## config.mk

```make
export PLATFORM = sky130hd
export DESIGN_NAME = mesi_line_ctrl
export DESIGN_NICKNAME = d
export VERILOG_FILES = /design/src/rtl/mesi_pkg.sv /design/src/rtl/mesi_state_table.sv /design/src/rtl/mesi_snoop_resp.sv /design/src/rtl/mesi_cpu_seq.sv /design/src/rtl/mesi_line_ctrl.sv
export SDC_FILE = /design/constraint.sdc
export NUM_CORES = 1
export LEC_CHECK = 0
export BUFFER_PORTS_ARGS = -buffer_cell sky130_fd_sc_hd__buf_2
export CELL_PAD_IN_SITES_DETAIL_PLACEMENT = 0
export CELL_PAD_IN_SITES_GLOBAL_PLACEMENT = 1
export CORE_ASPECT_RATIO = 1.1
export CORE_UTILIZATION = 40
export CTS_CLUSTER_SIZE = 16
export DETAILED_ROUTE_END_ITERATION = 6
export PLACE_DENSITY_LB_ADDON = 0.05
export SLEW_MARGIN = 10
export SYNTH_ARGS = -nofsm -noshare
export SYNTH_HDL_FRONTEND = slang
export SYNTH_HIERARCHICAL = 1
export SYNTH_SLANG_ARGS = --single-unit
export TNS_END_PERCENT = 1
```

## constraint.sdc

```tcl
create_clock -name clk -period 3.3 [get_ports clk]
set_input_delay 0.33 -clock clk [delete_from_list [all_inputs] [get_ports clk]]
set_output_delay 0.33 -clock clk [all_outputs]
set_load 0.02 [all_outputs]
```

## src/rtl/mesi_pkg.sv

```systemverilog
package mesi_pkg;
  typedef enum logic [1:0] {ST_I = 2'b00, ST_S = 2'b01, ST_E = 2'b10, ST_M = 2'b11} line_st_t;
  typedef enum logic [1:0] {OP_RD = 2'b00, OP_WR = 2'b01, OP_EV = 2'b10, OP_NOP = 2'b11} cpu_op_t;
  typedef enum logic [1:0] {BC_RD = 2'b00, BC_RDX = 2'b01, BC_WB = 2'b10, BC_NONE = 2'b11} bus_cmd_t;

  function automatic bus_cmd_t bus_need(cpu_op_t op, line_st_t st);
    case (op)
      OP_RD:   return (st == ST_I) ? BC_RD : BC_NONE;
      OP_WR:   return (st == ST_I || st == ST_S) ? BC_RDX : BC_NONE;
      OP_EV:   return (st == ST_M) ? BC_WB : BC_NONE;
      default: return BC_NONE;
    endcase
  endfunction

  function automatic line_st_t local_next(cpu_op_t op, line_st_t st);
    case (op)
      OP_WR:   return ST_M;
      OP_EV:   return ST_I;
      default: return st;
    endcase
  endfunction

  function automatic line_st_t grant_next(cpu_op_t op, logic shared);
    case (op)
      OP_RD:   return shared ? ST_S : ST_E;
      OP_WR:   return ST_M;
      default: return ST_I;
    endcase
  endfunction

  function automatic line_st_t snoop_next(logic rdx, line_st_t st);
    if (rdx || st == ST_I) return ST_I;
    return ST_S;
  endfunction
endpackage

```

## src/rtl/mesi_state_table.sv

```systemverilog
module mesi_state_table #(
  parameter int LINES = 8,
  localparam int IW = (LINES > 1) ? $clog2(LINES) : 1
) (
  input  logic                 clk,
  input  logic                 rst_n,
  input  logic [IW-1:0]        cpu_idx,
  output mesi_pkg::line_st_t   cpu_st,
  input  logic [IW-1:0]        snp_idx,
  output mesi_pkg::line_st_t   snp_st,
  input  logic                 we_a,
  input  logic [IW-1:0]        idx_a,
  input  mesi_pkg::line_st_t   st_a,
  input  logic                 we_b,
  input  logic [IW-1:0]        idx_b,
  input  mesi_pkg::line_st_t   st_b
);
  import mesi_pkg::*;

  line_st_t ent [LINES];

  for (genvar g = 0; g < LINES; g++) begin : g_ent
    always_ff @(posedge clk) begin
      if (!rst_n)
        ent[g] <= ST_I;
      else if (we_a && idx_a == IW'(g))
        ent[g] <= st_a;
      else if (we_b && idx_b == IW'(g))
        ent[g] <= st_b;
    end
  end

  assign cpu_st = ent[cpu_idx];
  assign snp_st = ent[snp_idx];
endmodule

```

## src/rtl/mesi_snoop_resp.sv

```systemverilog
module mesi_snoop_resp (
  input  logic               snoop_valid,
  input  logic               snoop_cmd,
  input  mesi_pkg::line_st_t cur_st,
  output logic               shared_o,
  output logic               flush_o,
  output mesi_pkg::line_st_t next_st,
  output logic               we
);
  import mesi_pkg::*;

  always_comb begin
    next_st  = snoop_next(snoop_cmd, cur_st);
    shared_o = snoop_valid && !snoop_cmd && (cur_st != ST_I);
    flush_o  = snoop_valid && (cur_st == ST_M);
    we       = snoop_valid && (cur_st != ST_I);
  end
endmodule

```

## src/rtl/mesi_cpu_seq.sv

```systemverilog
module mesi_cpu_seq #(
  parameter int LINES = 8,
  localparam int IW = (LINES > 1) ? $clog2(LINES) : 1
) (
  input  logic               clk,
  input  logic               rst_n,
  input  logic               cpu_valid,
  input  logic [1:0]         cpu_op,
  input  logic [IW-1:0]      cpu_line,
  input  mesi_pkg::line_st_t cur_st,
  input  logic               collide,
  input  logic               bus_gnt,
  input  logic               bus_shared_in,
  output logic               cpu_ready,
  output mesi_pkg::line_st_t cpu_state,
  output logic               bus_req_valid,
  output logic [1:0]         bus_req_cmd,
  output logic [IW-1:0]      bus_req_line,
  output logic               wr_en,
  output logic [IW-1:0]      wr_idx,
  output mesi_pkg::line_st_t wr_st
);
  import mesi_pkg::*;

  typedef enum logic {SQ_IDLE, SQ_BUS} seq_t;

  seq_t     seq;
  cpu_op_t  pend_op;
  bus_cmd_t pend_cmd;
  logic [IW-1:0] pend_line;

  cpu_op_t  op;
  bus_cmd_t need;
  logic     local_ok, grant_ok, launch;

  always_comb begin
    op        = cpu_op_t'(cpu_op);
    need      = bus_need(op, cur_st);
    local_ok  = (seq == SQ_IDLE) && cpu_valid && (need == BC_NONE) && !collide;
    launch    = (seq == SQ_IDLE) && cpu_valid && (need != BC_NONE) && !collide;
    grant_ok  = (seq == SQ_BUS) && bus_gnt;
    cpu_ready = local_ok || grant_ok;
    cpu_state = grant_ok ? grant_next(pend_op, bus_shared_in) : local_next(op, cur_st);
    wr_en     = grant_ok || (local_ok && op != OP_NOP);
    wr_idx    = grant_ok ? pend_line : cpu_line;
    wr_st     = cpu_state;
  end

  always_ff @(posedge clk) begin
    if (!rst_n) begin
      seq       <= SQ_IDLE;
      pend_op   <= OP_NOP;
      pend_cmd  <= BC_NONE;
      pend_line <= '0;
    end else if (launch) begin
      seq       <= SQ_BUS;
      pend_op   <= op;
      pend_cmd  <= need;
      pend_line <= cpu_line;
    end else if (grant_ok) begin
      seq       <= SQ_IDLE;
    end
  end

  assign bus_req_valid = (seq == SQ_BUS);
  assign bus_req_cmd   = pend_cmd;
  assign bus_req_line  = pend_line;
endmodule

```

## src/rtl/mesi_line_ctrl.sv

```systemverilog
module mesi_line_ctrl #(
  parameter int LINES = 8,
  localparam int IW = (LINES > 1) ? $clog2(LINES) : 1
) (
  input  logic          clk,
  input  logic          rst_n,
  input  logic          cpu_valid,
  output logic          cpu_ready,
  input  logic [1:0]    cpu_op,
  input  logic [IW-1:0] cpu_line,
  output logic [1:0]    cpu_state,
  output logic          bus_req_valid,
  output logic [1:0]    bus_req_cmd,
  output logic [IW-1:0] bus_req_line,
  input  logic          bus_gnt,
  input  logic          bus_shared_in,
  input  logic          snoop_valid,
  input  logic          snoop_cmd,
  input  logic [IW-1:0] snoop_line,
  output logic          snoop_shared,
  output logic          snoop_flush,
  output logic [1:0]    snoop_state
);
  import mesi_pkg::*;

  line_st_t cpu_cur, snp_cur, snp_nxt, wr_st, cst;
  logic     wr_en, snp_we, collide;
  logic [IW-1:0] wr_idx;

  assign collide = snoop_valid && (snoop_line == cpu_line);

  mesi_state_table #(.LINES(LINES)) u_tab (
    .clk(clk), .rst_n(rst_n),
    .cpu_idx(cpu_line), .cpu_st(cpu_cur),
    .snp_idx(snoop_line), .snp_st(snp_cur),
    .we_a(wr_en), .idx_a(wr_idx), .st_a(wr_st),
    .we_b(snp_we), .idx_b(snoop_line), .st_b(snp_nxt)
  );

  mesi_snoop_resp u_snp (
    .snoop_valid(snoop_valid), .snoop_cmd(snoop_cmd), .cur_st(snp_cur),
    .shared_o(snoop_shared), .flush_o(snoop_flush), .next_st(snp_nxt), .we(snp_we)
  );

  mesi_cpu_seq #(.LINES(LINES)) u_seq (
    .clk(clk), .rst_n(rst_n),
    .cpu_valid(cpu_valid), .cpu_op(cpu_op), .cpu_line(cpu_line),
    .cur_st(cpu_cur), .collide(collide),
    .bus_gnt(bus_gnt), .bus_shared_in(bus_shared_in),
    .cpu_ready(cpu_ready), .cpu_state(cst),
    .bus_req_valid(bus_req_valid), .bus_req_cmd(bus_req_cmd), .bus_req_line(bus_req_line),
    .wr_en(wr_en), .wr_idx(wr_idx), .wr_st(wr_st)
  );

  assign cpu_state   = cst;
  assign snoop_state = snp_nxt;
endmodule

```

=== Word-level counts from Yosys, hierarchy flattened ===
Memories as Yosys holds them, arrays and structs flattened.
Cells that the tools add are included.

* Equal/unequal tests: 24
* Muxes and demuxes: 87
* Bitwise gates (word level): 17
* Reductions and logical operators: 42

{| class="wikitable"
|+ Operator list
! cell !! count
|-
| $mux W1 || 61
|-
| $mux W2 || 22
|-
| $logic_and A1 B1 Y1 || 28
|-
| $eq A3 B3 Y1 const B || 8
|-
| $or A1 B1 Y1 || 16
|-
| $eq A3 B2 Y1 const B || 4
|-
| $eq A2 B2 Y1 const B || 4
|-
| $logic_not A2 Y1 || 4
|-
| $pmux W2 S2 || 2
|-
| $eq A2 B1 Y1 const B || 3
|-
| $eq A3 B1 Y1 const B || 2
|-
| $logic_not A3 Y1 || 2
|-
| $pmux W2 S3 || 1
|-
| $logic_or A1 B1 Y1 || 4
|-
| $ne A2 B2 Y1 const B || 2
|-
| $reduce_bool A2 Y1 || 2
|-
| $eq A3 B3 Y1 || 1
|-
| $mux W3 || 1
|-
| $logic_not A1 Y1 || 2
|-
| $not A1 Y1 || 1
|}

* Bits in registers: 8
* Memory bits (writable): 16
* Input port bits: 15
* Output and inout bits: 13
* Word-level logic and storage cells: 175
* Memories kept: 1

{| class="wikitable"
|+ Memories
! name !! depth !! width !! read ports !! clocked after Yosys merged registers in !! write ports !! RTL line !! source
|-
| u_tab.ent || 8 || 2 || 2 || 0 || 8 || mesi_state_table.sv:20 || <nowiki>line_st_t ent [LINES];</nowiki>
|}

=== Longest topological paths before layout ===
An unclocked memory read counts as a cell.

* Depth after elaboration: 16
* Gate-level depth with buffers: 9
* Gate-level depth less buffers: 9

=== Cells and area by module ===
The synthesis kept the hierarchy.

{| class="wikitable"
|+ Modules (own cells, without submodules)
! module !! instances !! cells an instance !! area an instance (µm²) !! seq. area each (µm²)
|-
| mesi_state_table || 1 || 88 || 1097.3 || 480.5
|-
| mesi_cpu_seq || 1 || 68 || 610.6 || 160.2
|-
| mesi_snoop_resp || 1 || 7 || 47.5 || 0.0
|-
| mesi_line_ctrl || 1 || 4 || 35.0 || 0.0
|}

=== Least setup slack after synthesis ===
Ideal clock, no wire load.

* Kind: input port to flip-flop
* Start: input port cpu_line[1]
* End: memory u_tab/ent[0][0] (netlist bit) (data pin)
* Library setup time: 0.267 ns
* Data arrival time: 2.576 ns
* Required time: 3.033 ns
* Path slack: 0.457 ns
* Stages on the path: 9
* Buffers on the path: 0
* Cells stage by stage: mux4_1 > mux2_2 > nor4bb_2 > nor3_1 > nor2_1 > o21ai_1 > or4b_4 > nand2_1 > o22ai_1

{| class="wikitable"
|+ RTL lines
! what !! RTL line !! source
|-
| start: declaration || mesi_line_ctrl.sv:10 || <nowiki>input logic [IW-1:0] cpu_line,</nowiki>
|-
| end: declaration || mesi_state_table.sv:20 ||
|}

==> flow_summary.json <==
{
  "status": "complete, no violations",
  "synth_cell_type_count": 46,
  "synth_common_cells": "nand2_1, edfxtp_1, o22ai_1",
  "finalCritPeriodShare_pct": 87.1,
  "setup_ws_ns": 0.425,
  "crit_path_top_delay_cell": "mux4_1",
  "clock-sinks": 24,
  "first_iter_violations": 77,
  "yosys-top-cells-area": "edfxtp_1, mux4_1, dfxtp_1",
  "ys_ff_latch": 24,
  "htreeDepth": 1,
  "powerDensity_nw_per_um2": 380,
  "cts_tree": "built",
  "gp_congestion": 0.829,
  "die_h_um": 72.2,
  "syn_area_um2": 1790,
  "p_leak_nw": 0.786,
  "synth.avg_cell_area_um2": 10.7,
  "syn-num-nets": 186,
  "track_usage_pct": 21.1,
  "wirelength_um": 4600,
  "core_um2": 4290,
  "dieArea_um2": 4750,
  "syn_inst": 167,
  "post_cts_buffers": 0,
  "finClkSkew_ns": 0.00579,
  "cts_hold_buf": 0,
  "synth_top_area_share_pct": 26.8,
  "max-clock-path-buffers": 2,
  "antenna_left": 0,
  "cts_resized": 0,
  "ys.warnings.count": 6,
  "grt_overflow": 0,
  "place_ws_ns": 0.285,
  "clk_pin_slew_ns": 0.09,
  "cp_slowest_stage_delay_ns": 0.52,
  "grt_max_degree": 26,
  "grt_pass1_wl_um": 7220,
  "ys.flop_type": "edfxtp_1",
  "final_layout_size_suffix_gt1_share_pct": 28.1,
  "hold_viol": 0,
  "synth.most_common_cell": "nand2_1",
  "drc": 0,
  "nets": 212,
  "fin_cells": 246,
  "worst_pin_slew_ns": 0.571,
  "vias_per_cell": 5.84,
  "fin_area_um2": 2000,
  "seq_area_frac_synth_pct": 35.8,
  "post_drt_wl_per_cell_um": 18.7,
  "synth_top_area_cell": "edfxtp_1",
  "cp_max_fo": 5,
  "setup_viol_count_final": 0,
  "drv_slew": 0,
  "end_kind": "flip-flop",
  "synth_edf_count": 16,
  "placed_cell_area_um2": 1960,
  "path_class": "reg2reg",
  "clock_latency_ns": 0.28,
  "port_buffers": 26,
  "arrival_ns": 2.89,
  "fin_setup_tns_ns": 0,
  "dieWidth_um": 65.8,
  "fmax_mhz": 348,
  "grt_pass1_vias": 1418,
  "start_util_pct": 41.8,
  "path_cells": "mux4_1 > mux2_2 > nor4bb_2 > nor3_1 > nor2_1 > o21ai_1 > or4b_4 > nand2_1 > o22ai_1",
  "hpwl_um": 3450,
  "grt_antenna_before_repair": 0,
  "area_growth_syn_to_layout_pct": 11.8,
  "hp-class": "in2reg",
  "dp.cells": 242,
  "max_cap_violations": 0,
  "rsz0062_at_grt": "false",
  "critPathRequiredTime_ns": 3.31,
  "relSlewSlack_pct": 61.7,
  "async_flop_share_pct": 0,
  "firstDrtPassIters": 4,
  "pin_count": 28,
  "numCtsBuffers": 3,
  "num_antenna_cells": 0,
  "rows": 25,
  "peakVddDrop_uv": 161,
  "vias": 1437,
  "start_kind": "flip-flop",
  "timing.hold.ws_ns": 0.336,
  "period_minus_slack_ns": 2.87,
  "cts-root-buf": "clkbuf_8"
}
[state kept, by name (all words and copies together), names as in the netlist]
register,cells
u_tab/ent,16
u_seq/bus_req_line,3
u_seq/bus_req_valid,1
u_seq/pend_op,2
u_seq/bus_req_cmd,2
[final timing paths]
check                                                         from                                  to  slack, ns  depth (start not counted)
worst max-delay path                     u_tab/ent[2][0]$_DFFE_PP_           u_tab/ent[0][0]$_DFFE_PP_       0.43                          9
worst max register to register           u_tab/ent[2][0]$_DFFE_PP_           u_tab/ent[0][0]$_DFFE_PP_       0.43                          9
worst min register to register  u_seq/bus_req_line[2]$_SDFFE_PN0P_  u_seq/bus_req_line[2]$_SDFFE_PN0P_       0.48                          2
worst min-delay path                                       bus_gnt    u_seq/bus_req_valid$_SDFFE_PN0P_       0.34                          3
[routing by layer]
layer / track usage [%] / part of all wire [%] / wire, µm
met4: 10.6 / 1.7 / 76
met1: 26.0 / 43 / 1970
met2: 35.7 / 51 / 2340
met3: 2.67 / 4.5 / 207
met5: 0 / 0 / 0
[critical path: cells and delay by family, from the launching register on]
| family | cells | cell delay [ns] |
|---|---|---|
| AND/OR/NAND/NOR | 5 | 1.06 |
| multiplexers | 2 | 0.84 |
| flip-flops | 1 | 0.41 |
| AO/OA/AOI/OAI | 2 | 0.30 |
[kinds of logic after synthesis]
family	count (synthesis)	synth area share, %
mux	17	17.3
fa+ha+maj	4	2.80
simple gates	72	25.1
other cells	1	0.209
compound gates	35	14.0
buf+inv	11	3.42
flops	24	35.8
xor+xnor	3	1.47
[placed cells by master, fill, tap and decap left out, types with 2 or more instances in the layout]
| cell type | count |
|---|---|
| buf_2 | 26 |
| nand2_1 | 20 |
| o22ai_1 | 16 |
| edfxtp_1 | 16 |
| nand3_1 | 11 |
| nor2_1 | 8 |
| dfxtp_1 | 8 |
| mux4_1 | 8 |
| mux2_2 | 7 |
| nand2b_1 | 5 |
| inv_1 | 4 |
| ha_1 | 4 |
| xnor2_1 | 3 |
| clkbuf_8 | 3 |
| a21oi_1 | 3 |
| nor3_1 | 3 |
| o21ai_1 | 3 |
| nand3b_1 | 3 |
| o21ai_2 | 3 |
| nand4bb_1 | 3 |
| nand4b_1 | 3 |
| mux2i_1 | 2 |
| o21a_1 | 2 |
| nand2_2 | 2 |
| o211ai_2 | 2 |
| nand3_2 | 2 |
| buf_4 | 2 |
| and3b_1 | 2 |
[per-stage QoR]
step	utilization, %	power, mW
2_1_floorplan	-	0.516
3_5_place_dp	45.7	0.580
6_report	46.7	0.761
5_1_grt	46.7	0.800
3_3_place_gp	45.7	0.575
4_1_cts	46.7	0.765
[final cells by class]
type	instances	area, µm²
clock inverter	1	3.75
fill	420	2280
tap	54	67.6
inverter	4	15.0
timing repair buffer	28	145
sequential	24	641
clock buffer	3	41.3
multi-input combinational	132	1090
[report_power, final]
group	switching [mW]	total [mW]	internal, mW
sequential	0.0142	0.356	0.342
clock	0.103	0.187	0.0837
combinational	0.130	0.217	0.0879
Power figures use the tool's default switching activity.
